[src/rtl/cmul_pkg.sv]
// Package: shared definitions for the complex multiplier.
// Assumes: select codes are fixed by the port contract of the top module.
package cmul_pkg;

    localparam int unsigned DEF_DATA_W = 16;

    typedef enum logic [1:0] {
        SEL_UPPER = 2'b00,
        SEL_LOWER = 2'b01,
        SEL_ROUND = 2'b10,
        SEL_UPPER_ALT = 2'b11
    } osel_e;

endpackage

[src/rtl/cmul_opnd_reg.sv]
// Module: one complex operand register with load enable and conjugate flag.
// Assumes: synchronous active-low reset; the enable gates real, imaginary
// and flag together so they always describe the same operand.
module cmul_opnd_reg #(
    parameter int unsigned W = 16
) (
    input  logic         clk,
    input  logic         rst_n,
    input  logic         load,
    input  logic [W-1:0] re_d,
    input  logic [W-1:0] im_d,
    input  logic         conj_d,
    output logic [W-1:0] re_q,
    output logic [W-1:0] im_q,
    output logic         conj_q
);

    // Capture the operand when enabled, otherwise keep it.
    always_ff @(posedge clk) begin
        if (!rst_n) begin
            re_q   <= '0;
            im_q   <= '0;
            conj_q <= 1'b0;
        end else if (load) begin
            re_q   <= re_d;
            im_q   <= im_d;
            conj_q <= conj_d;
        end
    end

endmodule

[src/rtl/cmul_frac_mult.sv]
// Module: signed fractional multiplier, Q1.(W-1) x Q1.(W-1) -> Q1.(2W-1).
// Assumes: operands in two's complement; the redundant sign bit is removed
// by a one-bit left shift, and the most-negative squared case is clamped.
module cmul_frac_mult #(
    parameter int unsigned W = 16
) (
    input  logic [W-1:0]   a,
    input  logic [W-1:0]   b,
    output logic [2*W-1:0] p
);

    localparam int unsigned PW = 2 * W;
    localparam logic [W-1:0]  MOST_NEG = {1'b1, {(W-1){1'b0}}};
    localparam logic [PW-1:0] MOST_POS = {1'b0, {(PW-1){1'b1}}};

    logic signed [PW-1:0] raw;
    logic                 clamp;

    // Full signed product of the two operands.
    always_comb raw = $signed(a) * $signed(b);

    // Detect the only product that leaves the fractional range.
    always_comb clamp = (a == MOST_NEG) && (b == MOST_NEG);

    // Align to fractional format, or clamp to the largest positive value.
    always_comb p = clamp ? MOST_POS : {raw[PW-2:0], 1'b0};

endmodule

[src/rtl/cmul_addsub.sv]
// Module: two-input adder/subtractor with independent sign control per input.
// Assumes: result wraps modulo 2^W; negating an input is two's complement.
module cmul_addsub #(
    parameter int unsigned W = 32
) (
    input  logic [W-1:0] a,
    input  logic [W-1:0] b,
    input  logic         neg_a,
    input  logic         neg_b,
    output logic [W-1:0] s
);

    logic [W-1:0] a_s;
    logic [W-1:0] b_s;

    // Apply the requested sign to each term.
    always_comb begin
        a_s = neg_a ? (~a + 1'b1) : a;
        b_s = neg_b ? (~b + 1'b1) : b;
    end

    // Sum of the signed terms.
    always_comb s = a_s + b_s;

endmodule

[src/rtl/cmul_out_sel.sv]
// Module: picks a W-bit slice of a 2W-bit fractional result.
// Assumes: rounding adds the bit just below the upper half and clamps
// at the largest positive value instead of wrapping.
module cmul_out_sel
    import cmul_pkg::*;
#(
    parameter int unsigned W = 16
) (
    input  logic [2*W-1:0] res,
    input  osel_e          sel,
    output logic [W-1:0]   dout
);

    localparam logic [W-1:0] POS_MAX = {1'b0, {(W-1){1'b1}}};

    logic [W-1:0] upper;
    logic [W-1:0] lower;
    logic [W-1:0] rounded;

    // Split the result into halves.
    always_comb begin
        upper = res[2*W-1:W];
        lower = res[W-1:0];
    end

    // Round half up with clamp at the positive limit.
    always_comb begin
        if ((upper == POS_MAX) && res[W-1])
            rounded = POS_MAX;
        else
            rounded = upper + {{(W-1){1'b0}}, res[W-1]};
    end

    // Drive the slice chosen by the select code.
    always_comb begin
        unique case (sel)
            SEL_LOWER: dout = lower;
            SEL_ROUND: dout = rounded;
            default:   dout = upper;
        endcase
    end

endmodule

[src/rtl/cplx_mul16.sv]
// Module: pipelined fractional complex multiplier, top level.
// Stage 1 registers the operands, stage 2 registers the complex product.
// Assumes: synchronous active-low reset; the select input is combinational
// on the registered result.
module cplx_mul16
    import cmul_pkg::*;
#(
    parameter int unsigned W = DEF_DATA_W
) (
    input  logic         clk,
    input  logic         rst_n,
    input  logic [W-1:0] xr,
    input  logic [W-1:0] xi,
    input  logic [W-1:0] yr,
    input  logic [W-1:0] yi,
    input  logic         ce_x,
    input  logic         ce_y,
    input  logic         conj_x,
    input  logic         conj_y,
    input  logic [1:0]   osel,
    output logic [W-1:0] out_re,
    output logic [W-1:0] out_im
);

    localparam int unsigned PW = 2 * W;
    localparam int unsigned NMUL = 4;
    // product index map: 0 xr*yr, 1 xi*yi, 2 xr*yi, 3 xi*yr
    localparam int unsigned P_RR = 0;
    localparam int unsigned P_II = 1;
    localparam int unsigned P_RI = 2;
    localparam int unsigned P_IR = 3;

    logic [W-1:0]  xr_q, xi_q, yr_q, yi_q;
    logic          cjx_q, cjy_q;
    logic [W-1:0]  mul_a [NMUL];
    logic [W-1:0]  mul_b [NMUL];
    logic [PW-1:0] prod  [NMUL];
    logic [PW-1:0] sum_re, sum_im;
    logic [PW-1:0] res_re_q, res_im_q;
    logic [PW-1:0] res_q [2];
    logic [W-1:0]  dout  [2];

    cmul_opnd_reg #(.W(W)) u_xreg (
        .clk(clk), .rst_n(rst_n), .load(ce_x),
        .re_d(xr), .im_d(xi), .conj_d(conj_x),
        .re_q(xr_q), .im_q(xi_q), .conj_q(cjx_q)
    );

    cmul_opnd_reg #(.W(W)) u_yreg (
        .clk(clk), .rst_n(rst_n), .load(ce_y),
        .re_d(yr), .im_d(yi), .conj_d(conj_y),
        .re_q(yr_q), .im_q(yi_q), .conj_q(cjy_q)
    );

    // Route the operand words onto the four multipliers.
    always_comb begin
        mul_a[P_RR] = xr_q;  mul_b[P_RR] = yr_q;
        mul_a[P_II] = xi_q;  mul_b[P_II] = yi_q;
        mul_a[P_RI] = xr_q;  mul_b[P_RI] = yi_q;
        mul_a[P_IR] = xi_q;  mul_b[P_IR] = yr_q;
    end

    for (genvar m = 0; m < NMUL; m++) begin : g_mul
        cmul_frac_mult #(.W(W)) u_mul (
            .a(mul_a[m]), .b(mul_b[m]), .p(prod[m])
        );
    end

    // Real part: the imaginary-product term flips with one conjugation.
    cmul_addsub #(.W(PW)) u_add_re (
        .a(prod[P_RR]), .b(prod[P_II]),
        .neg_a(1'b0), .neg_b(~(cjx_q ^ cjy_q)),
        .s(sum_re)
    );

    // Imaginary part: each term flips with its own imaginary conjugation.
    cmul_addsub #(.W(PW)) u_add_im (
        .a(prod[P_RI]), .b(prod[P_IR]),
        .neg_a(cjy_q), .neg_b(cjx_q),
        .s(sum_im)
    );

    // Second pipeline stage holds the full-width complex result.
    always_ff @(posedge clk) begin
        if (!rst_n) begin
            res_re_q <= '0;
            res_im_q <= '0;
        end else begin
            res_re_q <= sum_re;
            res_im_q <= sum_im;
        end
    end

    // Gather both results for the output selectors.
    always_comb begin
        res_q[0] = res_re_q;
        res_q[1] = res_im_q;
    end

    for (genvar c = 0; c < 2; c++) begin : g_osel
        cmul_out_sel #(.W(W)) u_sel (
            .res(res_q[c]), .sel(osel_e'(osel)), .dout(dout[c])
        );
    end

    // Present the selected slices.
    always_comb begin
        out_re = dout[0];
        out_im = dout[1];
    end

endmodule

[config.mk]
export PLATFORM = sky130hd
export DESIGN_NAME = cplx_mul16
export DESIGN_NICKNAME = d
export VERILOG_FILES = /design/src/rtl/cmul_pkg.sv /design/src/rtl/cmul_opnd_reg.sv /design/src/rtl/cmul_frac_mult.sv /design/src/rtl/cmul_addsub.sv /design/src/rtl/cmul_out_sel.sv /design/src/rtl/cplx_mul16.sv
export SDC_FILE = /design/constraint.sdc
export NUM_CORES = 2
export LEC_CHECK = 0
export ABC_AREA = 1
export ABC_CLOCK_PERIOD_IN_PS = 8750
export BUFFER_PORTS_ARGS = -buffer_cell sky130_fd_sc_hd__buf_4
export CAP_MARGIN = 10
export CORE_MARGIN = 3
export CORE_UTILIZATION = 50
export DETAILED_ROUTE_END_ITERATION = 16
export PLACE_DENSITY = 0.63
export SLEW_MARGIN = 5
export SYNTH_ARGS = -nofsm -noshare
export SYNTH_HDL_FRONTEND = slang
export SYNTH_SLANG_ARGS = --single-unit
[constraint.sdc]
create_clock -name clk -period 8.75 [get_ports clk]
set_clock_uncertainty 0.1 [all_clocks]
set_input_delay 0.875 -clock clk [delete_from_list [all_inputs] [get_ports clk]]
set_output_delay 0.875 -clock clk [all_outputs]
set_load 0.05 [all_outputs]
# Word level (Yosys, flattened, before mapping)
# Cells that the tools add are included.
# op_classes
add_sub_neg	7
n_mul	4
div	0
n_lt_le_gt_ge	0
n_eq_ne	8
shift	0
mux	11
bitwise_logic	4
reduce_logical	6
# op_table
cell	count
32-bit two-way mux	7
16-bit by 16-bit multiplier with 31-bit output	4
32-bit by 1-bit adder with 32-bit output (second input constant)	3
32-bit NOT	3
32-bit adder	2
16-bit equality test (second input constant)	4
16-bit case mux with 2 select lines	2
16-bit by 1-bit adder with 16-bit output	2
16-bit by 15-bit equality test with 1-bit output (second input constant)	2
16-bit two-way mux	2
1-bit logical AND	6
2-bit by 1-bit equality test with 1-bit output (second input constant)	1
2-bit equality test (second input constant)	1
1-bit bitwise XOR	1
# word_totals
register_bits	130
latch_bits	0
ram_bits	0
rom_bits	0
inputBits	72
out_inout_bits	32
elab_cells	48
memories	0

# Depth between registers and ports, before layout
# depth
ltp_word	7
depth_mapped	51
ltp_nobuf	49

# By module
# From an unflattened synthesis, not the netlist that was laid out.
# hier_totals
hier_cells	8404
hier_area_um2	57712.9
# modules_own_cells
mod	n_inst	cells_per_inst	area_each_um2	seq_area_each_um2
cmul_frac_mult at g_mul[1].u_mul ...	2	1495	10926.7	0.0
cmul_frac_mult at g_mul[0].u_mul	1	1502	10973.0	0.0
cmul_frac_mult at g_mul[3].u_mul	1	1461	10780.3	0.0
cmul_addsub at u_add_re	1	742	3852.4	0.0
cmul_addsub at u_add_im	1	710	3728.6	0.0
cmul_opnd_reg	2	209	1347.5	660.6
cmul_out_sel	2	188	983.4	0.0
cplx_mul16	1	205	1863.0	1281.2

# Least setup slack after synthesis
# OpenSTA, ideal clock, no wires.
# synth_timing
path_type	flip-flop to flip-flop
startpoint	reg u_xreg.im_q[15]
endpoint	reg res_re_q[31]
setup_ns	0.113
arrival_ns	7.597
required_ns	8.537
setup_slack_ns	0.940
path_stages_with_launch	41
n_path_buf	2
period_less_slack_ns	7.810
path_cell_list	dfxtp_1 -> clkbuf_1 -> buf_1 -> nand2_1 -> inv_1 -> fa_1 -> inv_1 -> fa_1 -> inv_1 -> fa_1 -> fa_1 -> fa_1 -> inv_1 -> fa_1 -> inv_1 -> ha_1 -> nand2_1 -> nor2_1 -> (+5 left out) -> nand2_1 -> nor2_1 -> nand2_1 -> o21ai_1 -> xor2_1 -> inv_1 -> ha_1 -> a21o_1 -> a21oi_1 -> nor2_1 -> a2111oi_0 -> nand2_1 -> inv_1 -> nand3_1 -> nand2_1 -> inv_1 -> nor2_1 -> nor2_1
# synth_via
elab_chain_cells	7
elab_cells_between_ends	8
cone_classes	add/sub (2); mul (1); eq/ne (1); mux (2); bitwise (1); reduce/logical (1)
# synth_rtl
item	line_no	source
start, declared	cmul_opnd_reg.sv:14	output logic [W-1:0] im_q,
start signal, assigned	cmul_opnd_reg.sv:26	im_q <= im_d;
branches (longest 2 deep; another with 16-bit by 16-bit multiplier with 31-bit output)	n/a	
32-bit two-way mux *	cmul_frac_mult.sv:26	always_comb p = clamp ? MOST_POS : {raw[PW-2:0], 1'b0};
32-bit NOT	cmul_addsub.sv:19	b_s = neg_b ? (~b + 1'b1) : b;
32-bit by 1-bit adder with 32-bit output	cmul_addsub.sv:19	
32-bit two-way mux *	cmul_addsub.sv:19	
32-bit adder *	cmul_addsub.sv:23	always_comb s = a_s + b_s;
end signal, assigned	cplx_mul16.sv:89	res_re_q <= sum_re;
end, declared	cplx_mul16.sv:39	logic [PW-1:0] res_re_q, res_im_q;
# Every way passes the cells marked *.
# A chain may end at the register's enable or synchronous reset.

# Worst setup path after layout
# layout_timing
startpoint	reg u_yreg.im_q[7]
endpoint	reg res_im_q[31]
# layout_via
elab_chain_cells	7
elab_cells_between_ends	8
cone_classes	add/sub (2); mul (1); eq/ne (1); mux (2); bitwise (1); reduce/logical (1)
# layout_rtl
item	line_no	source
start, declared	cmul_opnd_reg.sv:14	
start signal, assigned	cmul_opnd_reg.sv:26	
branches (longest 2 deep; another with 16-bit by 16-bit multiplier with 31-bit output)	n/a	
32-bit two-way mux *	cmul_frac_mult.sv:26	
32-bit NOT	cmul_addsub.sv:18	a_s = neg_a ? (~a + 1'b1) : a;
32-bit by 1-bit adder with 32-bit output	cmul_addsub.sv:18	
32-bit two-way mux *	cmul_addsub.sv:18	
32-bit adder *	cmul_addsub.sv:23	
end signal, assigned	cplx_mul16.sv:90	res_im_q <= sum_im;
end, declared	cplx_mul16.sv:39	
# Marked as above.

==> impl_metrics.env <==
export IMPL_status="finished clean"
export IMPL_synth_top_area_share_pct=38.70
export IMPL_via_per_inst=5.181
export IMPL_drv_cap=0
export IMPL_min_period_over_period_pct=94.18
export IMPL_die_w_um=331.8
export IMPL_avgRoutedWirePerCell_um=18.46
export IMPL_rsz0062_at_grt="true"
export IMPL_rr_worst_depth=39
export IMPL_cp_slowest_stage_delay_ns=0.57
export IMPL_p_leak_nw=32.60
export IMPL_critical_path_class="reg -> reg"
export IMPL_final_hold_violation_count=0
export IMPL_crit_slowest_cell="fa_1"
export IMPL_crit_arrival_ns=8.59
export IMPL_wl_um=161600
export IMPL_track_usage_pct=29.82
export IMPL_async_flop_share_pct=0
export IMPL_nNetsFinal=8853
export IMPL_cts_buffers=17
export IMPL_gp_congestion=0.9300
export IMPL_core_area_mm2=0.1044
export IMPL_htree_levels=4
export IMPL_required_ns=9.10
export IMPL_path_common_cell="nand2_1"
export IMPL_final_common_cell="inv_1"
export IMPL_layout_common_cells="inv_1 (2018), nand2_1 (1703), fa_1 (1023)"
export IMPL_cts_tree="built"
export IMPL_postSynthNetCount=8833
export IMPL_rows=118
export IMPL_vias=45368
export IMPL_power_density_mw_per_mm2=287.7
export IMPL_grt_pass1_wl_um=259000
export IMPL_fmax_mhz=121.3
export IMPL_port_buffers=103
export IMPL_first_global_vias=46957
export IMPL_yosys_register_bits=130
export IMPL_synthCells=7344
export IMPL_hold_path_cell_count=2
export IMPL_final_setup_viol_count=0
export IMPL_grt_start_max_net_pins=67
export IMPL_path_max_fanout=17
export IMPL_boundaryPins=104
export IMPL_startpoint_type="register"
export IMPL_synth_edf_count=0
export IMPL_die_area_mm2=0.1101
export IMPL_worstMarginPinSlew_ns=0.9567
export IMPL_dieHeight_um=331.8
export IMPL_start_util_pct=50.85
export IMPL_area_delta_synth_final_pct=7.477
export IMPL_diodes=0
export IMPL_syn_avg_cell_area_um2=7.228
export IMPL_clockBufferDepth=2
export IMPL_yosysWarnings=0
export IMPL_drtIter0Drc=3186
export IMPL_yosys_most_used_dff="dfxtp_1"
export IMPL_yosysTopAreaCell="fa_1"
export IMPL_ant_nets=0
export IMPL_hold_class="reg -> reg"
export IMPL_ir_drop_mv=0.6169
export IMPL_placed_cells=8716
export IMPL_syn_area_mm2=0.05308
export IMPL_clk_pin_slew_worst_paths_ns=0.09
export IMPL_dp_hpwl_um=135200
export IMPL_drive_above_1_share_pct=7.781
export IMPL_yosysSeqAreaShare_pct=4.903
export IMPL_final_max_slew_viol_count=0
export IMPL_first_pass_iters=6
export IMPL_clock_latency_ns=0.51
export IMPL_ys_types=65
export IMPL_min_period_ns=8.241
export IMPL_hold_buffers=0
export IMPL_maxSlewHeadroom_pct=36.13
export IMPL_synth_area_leaders="fa_1 (39%), inv_1 (14%), nand2_1 (12%), ha_1 (9.2%), dfxtp_1 (4.9%)"
export IMPL_endpoint_kind="register"
export IMPL_cts_sinks=130
export IMPL_route_detailed_drc=0
export IMPL_antenna_found_initial=1
export IMPL_overflow=0
export IMPL_root_buffer="clkbuf_16"
export IMPL_final_cells=8757
export IMPL_fin_tns_setup_ns=0
[final timing paths]
check	to	from	slack (ns)
worst min-delay path	u_yreg.im_q[2]$_SDFFE_PN0P_	u_yreg.im_q[2]$_SDFFE_PN0P_	0.48
worst max register to register	res_im_q[31]$_SDFF_PN0_	u_yreg.im_q[7]$_SDFFE_PN0P_	0.51
worst min register to register	u_yreg.im_q[2]$_SDFFE_PN0P_	u_yreg.im_q[2]$_SDFFE_PN0P_	0.48
worst max-delay path	res_im_q[31]$_SDFF_PN0_	u_yreg.im_q[7]$_SDFFE_PN0P_	0.51
[cells by family (layout without fill, tap and decap cells)]
logic type,count (synthesis),in the layout,share of synthesized area (%)
compound gates,763,763,7.918
xor+xnor,149,149,2.459
fa+ha+maj,1417,1417,47.91
buf+inv,2372,2405,16.96
flops,130,130,4.903
simple gates,2513,2513,19.84
[critical path, delay by kind of cell, from the launching register on]
kind,cells,cell delay (ns)
adders and majority gates,8,3.80
and+or+nand+nor,15,1.56
AOI/OAI and AO/OA,6,1.14
buffers and inverters,9,0.87
DFF,1,0.41
xor gates and xnor gates,1,0.30
[per-stage QoR]
step | setup slack, ns | power, mW | instance area [um2] | utilization, % | hold slack [ns]
2_1_floorplan | 0.9403 | 10.81 | 53080 | - | 0.3811
5_1_grt | -0.04913 | 18.27 | 57050 | 54.65 | 0.4943
4_1_cts | 0.1453 | 16.11 | 56610 | 54.24 | 0.4528
3_5_place_dp | 0.1693 | 15.19 | 56030 | 53.67 | 0.5086
3_3_place_gp | 0.1062 | 15.19 | 56030 | 53.67 | 0.4914
6_report | 0.5093 | 16.41 | 57050 | 54.65 | 0.4764
[repair_timing]
action | CTS | global route
setup buffers | 0 | 7
gates resized for setup | 0 | 120
setup endpoints to repair | 0 | 13
[synthesized netlist by cell type, drive strengths merged (54+ instances only)]
cell	instances
clkbuf	235
nand2	1727
fa	1026
a21oi	362
xnor2	57
ha	391
nor2	391
buf	60
dfxtp	130
inv	2076
nand4	74
xor2	92
nor3	54
nand3	210
o21ai	262
[metal layers]
metal | vias to the layer above | wire length (um) | GRT usage [%]
met3 | 283 | 10380 | 3.828
met1 | 22052 | 67720 | 39.03
met5 | - | 0 | 0
met4 | 0 | 7542 | 12.20
met2 | 1508 | 75990 | 50.12
li1 | 21525 | - | -
[where the power goes]
group          total [mW]  switching [mW]  internal (mW)  leakage [nW]
logic                14.7            9.47           5.23          31.2
registers           0.923           0.148          0.775          1.09
clock network       0.795           0.414          0.381         0.281
[flip-flops by register name, summed over array words and instances (netlist names)]
register	cells
u_yreg.conj_q	1
res_re_q	32
res_im_q	32
u_xreg.conj_q	1
u_yreg.im_q	16
u_xreg.im_q	16
u_yreg.re_q	16
u_xreg.re_q	16
[cell type report]
cell class                      instances  area [um2]
Sequential cell                       130        2649
Fill cell                           10127       47330
Tap cell                             1380        1727
Multi-Input combinational cell       4842       41670
Timing Repair Buffer                  296        2610
Clock buffer                           17       425.4
Clock inverter                         15       161.4
Inverter                             2077        7804
No activity file was read; power rests on OpenSTA's default activity.
